### src/rtl/dio_pkg.sv
package dio_pkg;
    typedef enum logic [2:0] {
        ST_IDLE,
        ST_CMD,
        ST_ADDR,
        ST_MODE,
        ST_DUMMY,
        ST_DATA,
        ST_STOP
    } dio_state_e;

    localparam logic [7:0] OP_DUAL_RD   = 8'hBB;
    localparam logic [7:0] OP_DUAL_RD4  = 8'hBC;
    localparam logic [7:0] MODE_KEEP    = 8'hA0;
    localparam logic [7:0] MODE_RELEASE = 8'h00;
endpackage

### src/rtl/dio_txshift.sv
module dio_txshift #(
    parameter int W = 48
) (
    input  logic         clk,
    input  logic         rst_n,
    input  logic         load,
    input  logic [W-1:0] load_val,
    input  logic         sh1,
    input  logic         sh2,
    output logic [1:0]   top
);
    logic [W-1:0] q;

    always_ff @(posedge clk or negedge rst_n) begin
        if (!rst_n) begin
            q <= '0;
        end else if (load) begin
            q <= load_val;
        end else if (sh2) begin
            q <= {q[W-3:0], 2'b00};
        end else if (sh1) begin
            q <= {q[W-2:0], 1'b0};
        end
    end

    assign top = q[W-1:W-2];


    shift_excl_chk: assert property (@(posedge clk) disable iff (!rst_n)
        !(sh1 && sh2));
endmodule

### src/rtl/dio_rxpack.sv
module dio_rxpack (
    input  logic       clk,
    input  logic       rst_n,
    input  logic       sample,
    input  logic       last,
    input  logic [1:0] pair,
    output logic [7:0] byte_o,
    output logic       valid_o
);
    logic [5:0] acc;

    always_ff @(posedge clk or negedge rst_n) begin
        if (!rst_n) begin
            acc     <= '0;
            byte_o  <= '0;
            valid_o <= 1'b0;
        end else begin
            valid_o <= sample && last;
            if (sample) begin
                acc <= {acc[3:0], pair};
                if (last) begin
                    byte_o <= {acc, pair};
                end
            end
        end
    end


    valid_pulse_chk: assert property (@(posedge clk) disable iff (!rst_n)
        valid_o |=> !valid_o);
endmodule

### src/rtl/dio_addrgen.sv
module dio_addrgen #(
    parameter int AW       = 32,
    parameter int SHORT_AW = 24
) (
    input  logic          clk,
    input  logic          rst_n,
    input  logic          load,
    input  logic          four,
    input  logic [AW-1:0] start_addr,
    input  logic          inc,
    output logic [AW-1:0] byte_addr
);
    logic [AW-1:0] cur;
    logic          four_q;
    logic [AW-1:0] nxt;

    always_comb begin
        if (four_q) begin
            nxt = cur + 1'b1;
        end else begin
            nxt = {{(AW-SHORT_AW){1'b0}}, cur[SHORT_AW-1:0] + 1'b1};
        end
    end

    always_ff @(posedge clk or negedge rst_n) begin
        if (!rst_n) begin
            cur       <= '0;
            four_q    <= 1'b0;
            byte_addr <= '0;
        end else if (load) begin
            four_q <= four;
            cur    <= four ? start_addr
                           : {{(AW-SHORT_AW){1'b0}}, start_addr[SHORT_AW-1:0]};
        end else if (inc) begin
            byte_addr <= cur;
            cur       <= nxt;
        end
    end


    short_wrap_chk: assert property (@(posedge clk) disable iff (!rst_n)
        (inc && !load && !four_q && (cur[SHORT_AW-1:0] == {SHORT_AW{1'b1}}))
        |=> (cur == '0));
endmodule

### src/rtl/dio_read_ctrl.sv
module dio_read_ctrl
    import dio_pkg::*;
#(
    parameter int NB_W  = 16,
    parameter int LAT_W = 4
) (
    input  logic             clk,
    input  logic             rst_n,
    input  logic             start,
    input  logic [31:0]      addr,
    input  logic             addr4,
    input  logic             op_sel,
    input  logic [LAT_W-1:0] lat,
    input  logic [NB_W-1:0]  nbytes,
    input  logic             keep_cont,
    input  logic [1:0]       io_in,
    output logic             cs_n,
    output logic             sck,
    output logic [1:0]       io_out,
    output logic [1:0]       io_oe,
    output logic [7:0]       rd_data,
    output logic [31:0]      rd_addr,
    output logic             rd_valid,
    output logic             busy,
    output logic             done
);
    localparam int CW    = NB_W + 2;
    localparam int TX_W  = 48;
    localparam logic [CW-1:0] CMD_SLOTS   = CW'(8);
    localparam logic [CW-1:0] ADDR3_SLOTS = CW'(12);
    localparam logic [CW-1:0] ADDR4_SLOTS = CW'(16);
    localparam logic [CW-1:0] MODE_SLOTS  = CW'(4);

    dio_state_e       state_q, state_d;
    logic [CW-1:0]    cnt_q, cnt_d;
    logic             ph_q;
    logic             cont_q;
    logic             keep_q;
    logic [LAT_W-1:0] lat_q;
    logic [NB_W-1:0]  nb_q;

    logic             launch, slot_end, sample, last_pair;
    logic             four;
    logic [7:0]       opcode, mode_byte;
    logic [TX_W-1:0]  frame_full, frame_load;
    logic [1:0]       tx_top;
    logic [CW-1:0]    lat_slots, data_slots;

    assign launch     = (state_q == ST_IDLE) && start;
    assign slot_end   = ph_q && (cnt_q == CW'(1));
    assign sample     = (state_q == ST_DATA) && !ph_q;
    assign last_pair  = (cnt_q[1:0] == 2'd1);
    assign four       = op_sel || addr4;
    assign opcode     = op_sel ? OP_DUAL_RD4 : OP_DUAL_RD;
    assign mode_byte  = keep_cont ? MODE_KEEP : MODE_RELEASE;
    assign lat_slots  = {{(CW-LAT_W){1'b0}}, lat_q};
    assign data_slots = {nb_q, 2'b00};

    always_comb begin
        if (four) begin
            frame_full = {opcode, addr, mode_byte};
        end else begin
            frame_full = {opcode, addr[23:0], mode_byte, 8'h00};
        end
        frame_load = cont_q ? {frame_full[TX_W-9:0], 8'h00} : frame_full;
    end

    // next state and slot count
    always_comb begin
        state_d = state_q;
        cnt_d   = cnt_q;
        unique case (state_q)
            ST_IDLE: begin
                if (start) begin
                    if (cont_q) begin
                        state_d = ST_ADDR;
                        cnt_d   = four ? ADDR4_SLOTS : ADDR3_SLOTS;
                    end else begin
                        state_d = ST_CMD;
                        cnt_d   = CMD_SLOTS;
                    end
                end
            end
            ST_CMD: begin
                if (slot_end) begin
                    state_d = ST_ADDR;
                    cnt_d   = (op_sel_q || addr4_q) ? ADDR4_SLOTS : ADDR3_SLOTS;
                end else if (ph_q) begin
                    cnt_d = cnt_q - 1'b1;
                end
            end
            ST_ADDR: begin
                if (slot_end) begin
                    state_d = ST_MODE;
                    cnt_d   = MODE_SLOTS;
                end else if (ph_q) begin
                    cnt_d = cnt_q - 1'b1;
                end
            end
            ST_MODE: begin
                if (slot_end) begin
                    if (lat_q != '0) begin
                        state_d = ST_DUMMY;
                        cnt_d   = lat_slots;
                    end else if (nb_q != '0) begin
                        state_d = ST_DATA;
                        cnt_d   = data_slots;
                    end else begin
                        state_d = ST_STOP;
                        cnt_d   = '0;
                    end
                end else if (ph_q) begin
                    cnt_d = cnt_q - 1'b1;
                end
            end
            ST_DUMMY: begin
                if (slot_end) begin
                    if (nb_q != '0) begin
                        state_d = ST_DATA;
                        cnt_d   = data_slots;
                    end else begin
                        state_d = ST_STOP;
                        cnt_d   = '0;
                    end
                end else if (ph_q) begin
                    cnt_d = cnt_q - 1'b1;
                end
            end
            ST_DATA: begin
                if (slot_end) begin
                    state_d = ST_STOP;
                    cnt_d   = '0;
                end else if (ph_q) begin
                    cnt_d = cnt_q - 1'b1;
                end
            end
            ST_STOP: begin
                state_d = ST_IDLE;
            end
            default: begin
                state_d = ST_IDLE;
                cnt_d   = '0;
            end
        endcase
    end

    logic op_sel_q, addr4_q;

    // state register
    always_ff @(posedge clk or negedge rst_n) begin
        if (!rst_n) begin
            state_q  <= ST_IDLE;
            cnt_q    <= '0;
            ph_q     <= 1'b0;
            cont_q   <= 1'b0;
            keep_q   <= 1'b0;
            lat_q    <= '0;
            nb_q     <= '0;
            op_sel_q <= 1'b0;
            addr4_q  <= 1'b0;
        end else begin
            state_q <= state_d;
            cnt_q   <= cnt_d;
            if (state_q == ST_IDLE || state_q == ST_STOP) begin
                ph_q <= 1'b0;
            end else begin
                ph_q <= !ph_q;
            end
            if (launch) begin
                keep_q   <= keep_cont;
                lat_q    <= lat;
                nb_q     <= nbytes;
                op_sel_q <= op_sel;
                addr4_q  <= addr4;
            end
            if (state_q == ST_MODE && slot_end) begin
                cont_q <= keep_q;
            end
        end
    end

    // outputs
    always_comb begin
        cs_n   = 1'b0;
        sck    = ph_q;
        io_oe  = 2'b00;
        io_out = 2'b00;
        busy   = 1'b1;
        done   = 1'b0;
        unique case (state_q)
            ST_IDLE: begin
                cs_n = 1'b1;
                sck  = 1'b0;
                busy = 1'b0;
            end
            ST_CMD: begin
                io_oe  = 2'b01;
                io_out = {1'b0, tx_top[1]};
            end
            ST_ADDR, ST_MODE: begin
                io_oe  = 2'b11;
                io_out = tx_top;
            end
            ST_DUMMY, ST_DATA: begin
                io_oe = 2'b00;
            end
            ST_STOP: begin
                cs_n = 1'b1;
                sck  = 1'b0;
                done = 1'b1;
            end
            default: begin
                cs_n = 1'b1;
                sck  = 1'b0;
            end
        endcase
    end

    dio_txshift #(.W(TX_W)) u_tx (
        .clk      (clk),
        .rst_n    (rst_n),
        .load     (launch),
        .load_val (frame_load),
        .sh1      ((state_q == ST_CMD) && ph_q),
        .sh2      (((state_q == ST_ADDR) || (state_q == ST_MODE)) && ph_q),
        .top      (tx_top)
    );

    dio_rxpack u_rx (
        .clk     (clk),
        .rst_n   (rst_n),
        .sample  (sample),
        .last    (last_pair),
        .pair    (io_in),
        .byte_o  (rd_data),
        .valid_o (rd_valid)
    );

    dio_addrgen #(.AW(32), .SHORT_AW(24)) u_ag (
        .clk        (clk),
        .rst_n      (rst_n),
        .load       (launch),
        .four       (four),
        .start_addr (addr),
        .inc        (sample && last_pair),
        .byte_addr  (rd_addr)
    );


    sck_cs_chk: assert property (@(posedge clk) disable iff (!rst_n)
        sck |-> !cs_n);


    valid_sck_chk: assert property (@(posedge clk) disable iff (!rst_n)
        rd_valid |-> (sck && !cs_n));


    cmd_skip_chk: assert property (@(posedge clk) disable iff (!rst_n)
        (state_q == ST_IDLE && start && cont_q) |=> (state_q == ST_ADDR));


    release_hold_chk: assert property (@(posedge clk) disable iff (!rst_n)
        (io_oe == 2'b00 && !cs_n) |=> (io_oe == 2'b00 || cs_n));


    done_idle_chk: assert property (@(posedge clk) disable iff (!rst_n)
        done |=> !busy);


    busy_start_chk: assert property (@(posedge clk) disable iff (!rst_n)
        (busy && !done && start) |=> busy);
endmodule

### config.mk
export PLATFORM = sky130hd
export DESIGN_NAME = dio_read_ctrl
export DESIGN_NICKNAME = d
export VERILOG_FILES = /design/src/rtl/dio_pkg.sv /design/src/rtl/dio_txshift.sv /design/src/rtl/dio_rxpack.sv /design/src/rtl/dio_addrgen.sv /design/src/rtl/dio_read_ctrl.sv
export SDC_FILE = /design/constraint.sdc
export NUM_CORES = 1
export LEC_CHECK = 0
export BUFFER_PORTS_ARGS = -buffer_cell sky130_fd_sc_hd__clkbuf_2
export CAP_MARGIN = 5
export CORE_ASPECT_RATIO = 1.75
export CORE_UTILIZATION = 30
export DETAILED_ROUTE_END_ITERATION = 10
export PLACE_DENSITY = 0.52
export SLEW_MARGIN = 30
export SYNTH_ARGS = -nofsm -noshare
export SYNTH_HDL_FRONTEND = slang
export SYNTH_HIERARCHICAL = 1
export SYNTH_SLANG_ARGS = --single-unit
export TNS_END_PERCENT = 20
### constraint.sdc
create_clock -name clk -period 5.7 [get_ports clk]
set_input_delay 0.57 -clock clk [delete_from_list [all_inputs] [get_ports clk]]
set_output_delay 0.57 -clock clk [all_outputs]
set_load 0.05 [all_outputs]
==> flow_metrics.py <==
metrics = {
    "status": {
        "status": "finished, violations left",
        "violations": "DRC",
    },
    "timing": {
        "clock_skew_ns": 0.0161,
        "maxSlewViolCount": 0,
        "setup_viol": 0,
        "period_minus_slack_ns": 3.74,
        "finalCritPeriodShare_pct": 65.7,
        "worst_slew_pin_slew_ns": 0.962,
        "finalHoldViolCount": 0,
        "tns_ns": 0,
        "fmax_mhz": 267,
        "rsz0062_at_grt": "no",
        "relSlewSlack_pct": 35.8,
    },
    "logic_synthesis": {
        "yosys_warnings": 6,
        "ys_ff_latch": 174,
        "yosysSeqAreaShare_pct": 44.3,
        "async_reset_ff_share_pct": 100,
        "syn_area_sq_um": 9820,
        "synthCells": 961,
        "synthFlopType": "dfrtp_1",
        "synth_edf_count": 0,
        "netlist-cell-type-count": 71,
        "syn_area_per_cell_sq_um": 10.2,
    },
    "floorplan": {
        "start_util_pct": 30.5,
        "dieHeight_um": 241,
        "io_pins": 109,
        "placementRows": 87,
        "dieArea_sq_um": 33500,
        "die_w_um": 139,
        "core_area_sq_um": 32200,
    },
    "power": {
        "p_per_area_nw_per_um2": 490,
        "leakage_uw": 0.00493,
        "peakVddDrop_mv": 0.241,
    },
    "global_routing": {
        "grt_max_degree": 98,
        "grt_pass1_wl_mm": 44.1,
        "first_global_vias": 7759,
        "grt.overflow.total": 0,
        "track_usage_pct": 17.2,
        "antenna_found_initial": 0,
    },
    "setup_path": {
        "critPathLaunchType": "flop",
        "rr_startpoint": "state_q[1]$_DFFE_PN0P_",
        "r2r_end": "u_ag/cur[21]$_DFFE_PN0P_",
        "rr_worst_depth": 8,
        "cp-end-kind": "flop",
        "r2r_slack_ns": 1.96,
        "cp_data_required_time_ns": 6.08,
        "cp_data_arrival_time_ns": 4.12,
        "path_max_fanout": 19,
        "critical_path_class": "reg2reg",
    },
    "place": {
        "gp_congestion": 0.844,
        "postPlaceCellArea_sq_um": 10600,
        "dp_cells": 1410,
        "place_hpwl_mm": 20.0,
        "portBuffers": 108,
    },
    "hold_path": {
        "hp-class": "in2async",
    },
    "drt": {
        "drt_iter0_markers": 316,
        "finalWirelength_mm": 28.2,
        "via_per_inst": 5.36,
        "dr.pass1.iters": 7,
        "post_drt_wl_per_cell_um": 19.5,
        "vias": 7734,
        "post-route-drc-count": 9,
        "ant_nets": 0,
    },
    "cts": {
        "cts-root-buf": "clkbuf_16",
        "cts_hold_buf": 0,
        "numCtsBuffers": 17,
        "cts_sinks": 174,
        "post-cts-setup-buffers": 0,
        "cts_htree_levels": 4,
        "clockBufferDepth": 2,
        "clk_pin_slew_worst_paths_ns": 0.07,
        "clock_latency_ns": 0.46,
        "ctsResizeCount": 0,
        "cts_tree": "done",
    },
    "layout": {
        "stdcell_area_sq_um": 11200,
        "instances_no_fill": 1443,
        "diodes": 0,
        "utilization_pct": 34.8,
        "syn_to_final_growth_pct": 14.3,
        "layout-drive-gt1-share_pct": 25.7,
        "nets": 1093,
    },
    "run": {
        "drv_cap": 0,
    },
}
## critical path, stage by stage (launching register included)
cell	delay, ns
dfrtp_1	0.61
nand2b_1	0.29
nor3b_2	0.73
and2_1	0.52
nand3_1	0.26
nor4_1	0.73
nand4_1	0.19
xor2_1	0.18
o21ai_0	0.13
## flip-flops by register name, indices dropped and copies added (netlist names), 3 cells and up
signal	count
cnt_q	18
lat_q	4
nb_q	16
state_q	3
u_ag/byte_addr	32
u_ag/cur	32
u_rx/acc	6
u_rx/byte_o	8
u_tx/q	48
## report_power, final
group,switching [uW],internal [uW]
Sequential,510,1660
Clock,549,654
Combinational,1270,854
Total,2330,3170
## how the worst max path moves through the flow
stage	startpoint	end	slack, ns	cells past startpoint
floorplan	state_q[0]$_DFFE_PN0P_	u_ag/byte_addr[0]$_DFFE_PN0P_	2.58	10
global placement	state_q[1]$_DFFE_PN0P_	u_ag/cur[21]$_DFFE_PN0P_	2.10	8
detailed placement	state_q[1]$_DFFE_PN0P_	u_ag/cur[20]$_DFFE_PN0P_	1.96	8
CTS	state_q[1]$_DFFE_PN0P_	u_ag/cur[20]$_DFFE_PN0P_	1.94	8
global route	state_q[1]$_DFFE_PN0P_	u_ag/cur[21]$_DFFE_PN0P_	1.65	8
finish	state_q[1]$_DFFE_PN0P_	u_ag/cur[21]$_DFFE_PN0P_	1.96	8
## final cells by class
class,instances,area (sq um)
Fill cell,3303,21000
Multi-Input combinational cell,704,5050
Sequential cell,174,4350
Timing Repair Buffer,120,689
Tap cell,400,500
Clock buffer,18,429
Clock inverter,14,159
Inverter,13,48.8
## stage by stage
stage,worst slack (ns),power [uW],hold WS (ns)
finish,1.96,5500,0.0957
global route,1.65,5880,0.131
CTS,1.94,5570,0.108
detailed placement,1.96,4330,0.484
global placement,2.10,4300,0.467
floorplan,2.58,3840,0.274
## Yosys cell counts, drive strengths merged (16+ instances only)
master	instances	share of area (%)
a21oi	72	3.7
a22oi	52	5.5
and3	20	1.3
and3b	43	3.8
buf	33	2.7
clkbuf	42	1.7
dfrtp	174	44
mux2	68	8.1
mux2i	38	3.9
nand2	78	3.1
nand3	18	0.92
nor2	34	1.3
nor3	16	0.87
o21ai	101	5.1
## kinds of logic (layout without fill, tap and decap cells)
group / after synthesis / count (layout) / share of synthesized area [%]
and+or+nand+nor: 287 / 287 / 17.3
AOI/OAI and AO/OA: 275 / 275 / 18.7
DFF: 174 / 174 / 44.3
muxes: 106 / 106 / 12.0
buffers and inverters: 88 / 165 / 4.89
xor gates and xnor gates: 27 / 27 / 2.41
adders and majority gates: 3 / 3 / 0.382
other: 1 / 6 / 0.0382
## layer usage
layer | global-route usage (%) | wire, um | up-vias
met5 | 0 | 0 | -
li1 | - | - | 3697
met2 | 31.9 | 15000 | 189
met1 | 18.6 | 11000 | 3795
met4 | 9.60 | 1130 | 0
met3 | 2.93 | 974 | 53
## cells in the final DEF (no fill, tap or decap), drive strengths merged, types with 4 or more instances in the layout
master	synthesis	routed
a21o	4	4
a21oi	72	72
a221o	7	7
a22oi	52	52
a32oi	4	4
and2	10	10
and3	20	20
and3b	43	43
and4	4	4
buf	33	13
clkbuf	42	125
clkinv	0	5
conb	1	6
dfrtp	174	174
inv	13	17
mux2	68	68
mux2i	38	38
nand2	78	78
nand2b	9	9
nand3	18	18
nand4	12	12
nor2	34	34
nor3	16	16
nor4	14	14
o211ai	5	5
o21ai	101	101
o311ai	4	4
or3	10	10
or4	9	9
xnor2	13	13
xor2	14	14
Note: power is estimated with default switching activity, not from simulation.
